**config.mk**
```make
export PLATFORM = sky130hd
export DESIGN_NAME = uart_char_timing
export DESIGN_NICKNAME = d
export VERILOG_FILES = /design/src/rtl/uart_timing_pkg.sv /design/src/rtl/uart_frame_calc.sv /design/src/rtl/uart_char_timer.sv /design/src/rtl/uart_char_timing.sv
export SDC_FILE = /design/constraint.sdc
export NUM_CORES = 1
export LEC_CHECK = 0
export ABC_AREA = 1
export CAP_MARGIN = 20
export CORE_ASPECT_RATIO = 0.75
export CORE_MARGIN = 10
export CORE_UTILIZATION = 30
export CTS_CLUSTER_DIAMETER = 150
export DETAILED_ROUTE_END_ITERATION = 8
export DONT_BUFFER_PORTS = 1
export GPL_ROUTABILITY_DRIVEN = 0
export RECOVER_POWER = 100
export SLEW_MARGIN = 10
export SYNTH_ARGS = -nofsm -noshare
export SYNTH_HDL_FRONTEND = slang
export SYNTH_SLANG_ARGS = --single-unit
```
**constraint.sdc**
```tcl
create_clock -name clk -period 11.2 [get_ports clk]
set_input_delay 1.12 -clock clk [delete_from_list [all_inputs] [get_ports clk]]
set_output_delay 1.12 -clock clk [all_outputs]
set_load 0.1 [all_outputs]
```
**src/rtl/uart_timing_pkg.sv**
```systemverilog
package uart_timing_pkg;

    localparam int DIV_W   = 12;
    localparam int MULT_LW = 4;                 // log2 of the largest multiplier (16)
    localparam int SYM_W   = 4;                 // up to 13 symbols
    localparam int CNT_W   = DIV_W + 1 + MULT_LW + SYM_W;
    localparam int MIN_CYC = 8 * 7;             // divisor 0, x8, 5N1

    typedef struct packed {
        logic [DIV_W-1:0] div;
        logic             dbl;
        logic [2:0]       size;
        logic             par_en;
        logic             two_stop;
    } frame_cfg_t;

    function automatic logic [3:0] data_bits(input logic [2:0] code);
        case (code)
            3'd0:    return 4'd5;
            3'd1:    return 4'd6;
            3'd2:    return 4'd7;
            3'd3:    return 4'd8;
            default: return 4'd9;
        endcase
    endfunction

    function automatic logic [SYM_W-1:0] symbols(input frame_cfg_t c);
        return SYM_W'(4'd1 + data_bits(c.size) + (c.two_stop ? 4'd2 : 4'd1)
                      + {3'd0, c.par_en});
    endfunction

    function automatic logic [7:0] width_mask(input logic [2:0] code);
        logic [3:0] b;
        b = data_bits(code);
        if (b >= 4'd8) return 8'hFF;
        return 8'((9'd1 << b) - 9'd1);
    endfunction

endpackage

```
**src/rtl/uart_frame_calc.sv**
```systemverilog
module uart_frame_calc
    import uart_timing_pkg::*;
(
    input  frame_cfg_t       cfg,
    output logic [CNT_W-1:0] cycles
);
    logic [CNT_W-1:0] per_symbol;

    always_comb begin
        per_symbol = (CNT_W'(cfg.div) + CNT_W'(1)) << (cfg.dbl ? 3 : MULT_LW);
        cycles     = per_symbol * CNT_W'(symbols(cfg));
    end
endmodule

```
**src/rtl/uart_char_timer.sv**
```systemverilog
module uart_char_timer #(
    parameter int CNT_W = 21
) (
    input  logic             clk,
    input  logic             rst,
    input  logic             start,
    input  logic [CNT_W-1:0] load_val,
    output logic             busy,
    output logic             last,
    output logic             done
);
    logic [CNT_W-1:0] cnt;

    assign last = busy && (cnt == '0) && !start;

    always_ff @(posedge clk) begin
        if (rst) begin
            cnt  <= '0;
            busy <= 1'b0;
            done <= 1'b0;
        end else begin
            done <= 1'b0;
            if (start) begin
                cnt  <= load_val - CNT_W'(1);
                busy <= 1'b1;
            end else if (busy) begin
                if (cnt == '0) begin
                    busy <= 1'b0;
                    done <= 1'b1;
                end else begin
                    cnt <= cnt - CNT_W'(1);
                end
            end
        end
    end

    AST_DONE_SINGLE: assert property (@(posedge clk) disable iff (rst)
        done |=> !done);
    AST_BUSY_FALL_DONE: assert property (@(posedge clk) disable iff (rst)
        $fell(busy) |-> done);
    AST_DONE_IDLE: assert property (@(posedge clk) disable iff (rst)
        done |-> !busy || $past(start));
endmodule

```
**src/rtl/uart_char_timing.sv**
```systemverilog
module uart_char_timing
    import uart_timing_pkg::*;
(
    input  logic             clk,
    input  logic             rst,
    input  logic [DIV_W-9:0] cfg_div_hi,
    input  logic [7:0]       cfg_div_lo,
    input  logic             cfg_double,
    input  logic [2:0]       cfg_size,
    input  logic             cfg_parity_en,
    input  logic             cfg_two_stop,
    input  logic             rx_enable,
    input  logic             tx_start,
    input  logic             rx_start,
    input  logic [7:0]       rx_data,
    output logic             tx_busy,
    output logic             tx_done,
    output logic             rx_busy,
    output logic             rx_done,
    output logic             rx_reject,
    output logic [7:0]       rx_byte
);
    frame_cfg_t       cfg;
    logic [CNT_W-1:0] char_cycles;
    logic             rx_accept;
    logic             rx_last;
    logic             tx_last;
    logic [7:0]       rx_pend;

    always_comb begin
        cfg.div      = {cfg_div_hi, cfg_div_lo};
        cfg.dbl      = cfg_double;
        cfg.size     = cfg_size;
        cfg.par_en   = cfg_parity_en;
        cfg.two_stop = cfg_two_stop;
    end

    uart_frame_calc u_calc (
        .cfg    (cfg),
        .cycles (char_cycles)
    );

    uart_char_timer #(.CNT_W(CNT_W)) u_tx_timer (
        .clk      (clk),
        .rst      (rst),
        .start    (tx_start),
        .load_val (char_cycles),
        .busy     (tx_busy),
        .last     (tx_last),
        .done     (tx_done)
    );

    assign rx_accept = rx_start && rx_enable && !rx_busy;

    uart_char_timer #(.CNT_W(CNT_W)) u_rx_timer (
        .clk      (clk),
        .rst      (rst),
        .start    (rx_accept),
        .load_val (char_cycles),
        .busy     (rx_busy),
        .last     (rx_last),
        .done     (rx_done)
    );

    always_ff @(posedge clk) begin
        if (rst) begin
            rx_pend   <= '0;
            rx_byte   <= '0;
            rx_reject <= 1'b0;
        end else begin
            rx_reject <= rx_start && !rx_accept;
            if (rx_accept) rx_pend <= rx_data & width_mask(cfg_size);
            if (rx_last)   rx_byte <= rx_pend;
        end
    end

    AST_CYC_FLOOR: assert property (@(posedge clk) disable iff (rst)
        char_cycles >= CNT_W'(MIN_CYC));
    AST_RX_REJECT_CAUSE: assert property (@(posedge clk) disable iff (rst)
        rx_reject |-> ($past(rx_busy) || !$past(rx_enable)));
    AST_RX_DONE_IDLE: assert property (@(posedge clk) disable iff (rst)
        rx_done |-> !rx_busy);
    AST_RX_BYTE_HOLD: assert property (@(posedge clk) disable iff (rst)
        !rx_done |-> $stable(rx_byte));
    AST_TX_LAST_DONE: assert property (@(posedge clk) disable iff (rst)
        tx_last |=> tx_done);
endmodule

```
==> impl_metrics.env <==
export IMPL_cts_clk_slew_worst_paths_ns=0.05
export IMPL_post_cts_buffers=0
export IMPL_hold_class="register to register"
export IMPL_drc=0
export IMPL_synth_edf_count=0
export IMPL_yosys_area_share_simple_pct=33.96
export IMPL_hpwl_um=14450
export IMPL_antenna_found_initial=0
export IMPL_setup_tns_ns=0
export IMPL_routed_wl_um=18080
export IMPL_p_switching_mw=1.237
export IMPL_skew_ns=0.003076
export IMPL_fp_coreArea_um2=22290
export IMPL_drive_above_1_share_pct=3.575
export IMPL_start_util_pct=30.85
export IMPL_fin_area_um2=7510
export IMPL_ys_seq_area_share_pct=18.34
export IMPL_dp_slack_ns=4.709
export IMPL_cts_inserted_buffers=9
export IMPL_synth_area_leader_cell="dfxtp_1"
export IMPL_period_needed_ns=6.098
export IMPL_fin_hold_ws_ns=0.4803
export IMPL_dp_cells=1395
export IMPL_synthTopCellsByArea="dfxtp_1 18%, nand2_1 15%, fa_1 11%"
export IMPL_dieArea_um2=29440
export IMPL_share_comb_of_total_power_pct=70.7
export IMPL_synth_cell_types=43
export IMPL_hold_viol=0
export IMPL_seqPwrFrac_pct=15.5
export IMPL_cp_max_fo=11
export IMPL_num_antenna_cells=0
export IMPL_clockBufferDepth=2
export IMPL_fmax_mhz=164.0
export IMPL_grt_ovfl_total=0
export IMPL_setup_ws_ns=5.102
export IMPL_h_tree_depth=3
export IMPL_cp_end_kind="register"
export IMPL_synth_top_family_by_area="simple AND/OR/NAND/NOR gates"
export IMPL_grt_total_usage_pct=12.38
export IMPL_peakVddDrop_mv=0.1018
export IMPL_mostFrequentLayoutCell="nand2_1"
export IMPL_fillers=2431
export IMPL_p_clk_share_pct=13.9
export IMPL_cts_root_buf="clkbuf_16"
export IMPL_worst_r2r_cell_count=8
export IMPL_synth_area_um2=6875
export IMPL_viasPerCell=4.688
export IMPL_synth_top_cell_area_share_pct=18.34
export IMPL_ys_seq_elements=63
export IMPL_yosysWarnings=0
export IMPL_insertion_delay_ns=0.33
export IMPL_tightest_slew_ns=1.385
export IMPL_leakagePower_nw=3.918
export IMPL_synth_ff_type="dfxtp_1"
export IMPL_required_ns=11.43
export IMPL_ant_nets=0
export IMPL_post_dp_cell_area_um2=7203
export IMPL_grt_pass1_wl_um=30580
export IMPL_avgSynthCellArea_um2=6.222
export IMPL_io_buffers=0
export IMPL_dr_total_vias=6624
export IMPL_clock_sinks=63
export IMPL_dr_pass1_iters=5
export IMPL_slew_headroom_pct=7.666
export IMPL_final_setup_viol_count=0
export IMPL_status="finished clean"
export IMPL_num_rows=47
export IMPL_grt_max_degree=40
export IMPL_final_cells=1413
export IMPL_worstHoldPathCells=2
export IMPL_fin_crit_sh_pct=54.45
export IMPL_ys_async_sr_fraction_pct=0
export IMPL_die_width_um=194.8
export IMPL_ios=44
export IMPL_slowest_delay_ns=0.53
export IMPL_slowest_stage="fa_1"
export IMPL_fin_nets=1229
export IMPL_ctsResizeCount=0
export IMPL_syn_to_final_growth_pct=9.227
export IMPL_ctsHoldBuffers=0
export IMPL_max_cap_violations=0
export IMPL_die_y_um=151.1
export IMPL_p_sw_share_pct=55.01
export IMPL_powerDensity_nw_per_um2=299.5
export IMPL_syn_inst=1105
export IMPL_drv_slew=0
export IMPL_rsz0062_at_grt="no"
export IMPL_critPathKind="primary input to register"
export IMPL_arrival_ns=6.32
export IMPL_synth_fa_ha_area_share_pct=19.33
export IMPL_cp_common_cell="nand2_1"
export IMPL_wl_per_cell_um=12.79
export IMPL_synth_compound_area_share_pct=10.81
export IMPL_intPower_mw=1.012
export IMPL_muxShareOfSynthArea_pct=0
export IMPL_synth_xor_area_share_pct=4.331
export IMPL_final_cell_mix="286 x nand2_1, 198 x inv_1, 143 x nor2_1"
export IMPL_worstSetupStartpointType="primary input"
export IMPL_cts_tree="yes"
export IMPL_drt_initial_drc_count=496
export IMPL_grt_pass1_vias=6239
## Yosys cell counts, types with 3 or more instances
library cell    n
nor2_1        141
nand4_1        12
nand2_1       283
dfxtp_1        63
nand2_2         6
inv_1         197
nor3_1          9
xor2_1         22
a21oi_1        54
o21ai_0        55
o21ai_1         5
and2_1          5
xnor2_1        12
or2_2           4
nand3_1        84
ha_1           47
fa_1           37
o21bai_1        3
o211ai_1        5
clkbuf_1       20
a31oi_1         4
nor2_2          6
buf_6           3
## path summary, 6_finish.rpt
kind	endpoint	slack (ns)	startpoint
max reg2reg	u_rx_timer.cnt[12]	7.14	u_rx_timer.busy
max	u_tx_timer.cnt[18]	5.10	cfg_size[1]
min	rx_byte[1]	0.48	rx_pend[1]
min reg2reg	rx_byte[1]	0.48	rx_pend[1]
## layout make-up
| type | instances | area [µm²] | area share (%) |
|---|---|---|---|
| Timing Repair Buffer | 5 | 26.28 | 0.3499 |
| Tap cell | 294 | 367.9 | 4.898 |
| Clock inverter | 5 | 80.08 | 1.066 |
| Multi-Input combinational cell | 833 | 4761 | 63.40 |
| Inverter | 202 | 760.7 | 10.13 |
| Sequential cell | 63 | 1261 | 16.79 |
| Clock buffer | 11 | 252.7 | 3.366 |
## routing by layer
metal  up-vias  part of all wire, %  GRT usage [%]
li1       3425                    -              -
met1      2988                   51          17.73
met2       200                   40          18.44
met3        11                  8.5          3.048
met4         0                 0.72          2.285
met5         -                    0              0
## per-stage QoR
| step | total power [mW] | util, % |
|---|---|---|
| after detailed placement | 1.912 | 32.32 |
| final | 2.249 | 33.69 |
| after global placement | 1.902 | 32.32 |
| after floorplan | 1.536 | - |
| after CTS | 2.237 | 33.81 |
| after global routing | 2.503 | 33.69 |
## flip-flops by register name, indices dropped and copies added, names as in the netlist
signal           count
u_rx_timer.cnt      21
u_tx_timer.cnt      21
rx_byte              8
rx_pend              8
rx_reject            1
u_rx_timer.busy      1
u_rx_timer.done      1
u_tx_timer.busy      1
u_tx_timer.done      1
## worst max-delay path, delay by kind of cell
family,cells,cell delay [ns]
compound gates,3,0.53
simple gates,9,1.09
buf+inv,6,0.80
fa+ha+maj,6,2.41
xor+xnor,1,0.35
## power by group through the flow
| stage | sequential [mW] | combinational (mW) | clock (mW) |
|---|---|---|---|
| finish | 0.348 | 1.59 | 0.312 |
| floorplan | 0.337 | 1.20 | 0 |
| global placement | 0.349 | 1.55 | 0 |
| global route | 0.355 | 1.82 | 0.328 |
| detailed placement | 0.349 | 1.56 | 0 |
| CTS | 0.346 | 1.57 | 0.318 |
## cell families (layout without fill, tap and decap cells)
| kind of cell | after synthesis | in the layout |
|---|---|---|
| AOI/OAI and AO/OA | 136 | 136 |
| xor gates and xnor gates | 34 | 34 |
| adders and majority gates | 84 | 84 |
| buffers and inverters | 229 | 223 |
| DFF | 63 | 63 |
| other | 2 | 22 |
| and+or+nand+nor | 557 | 557 |
Power figures use the tool's default switching activity.
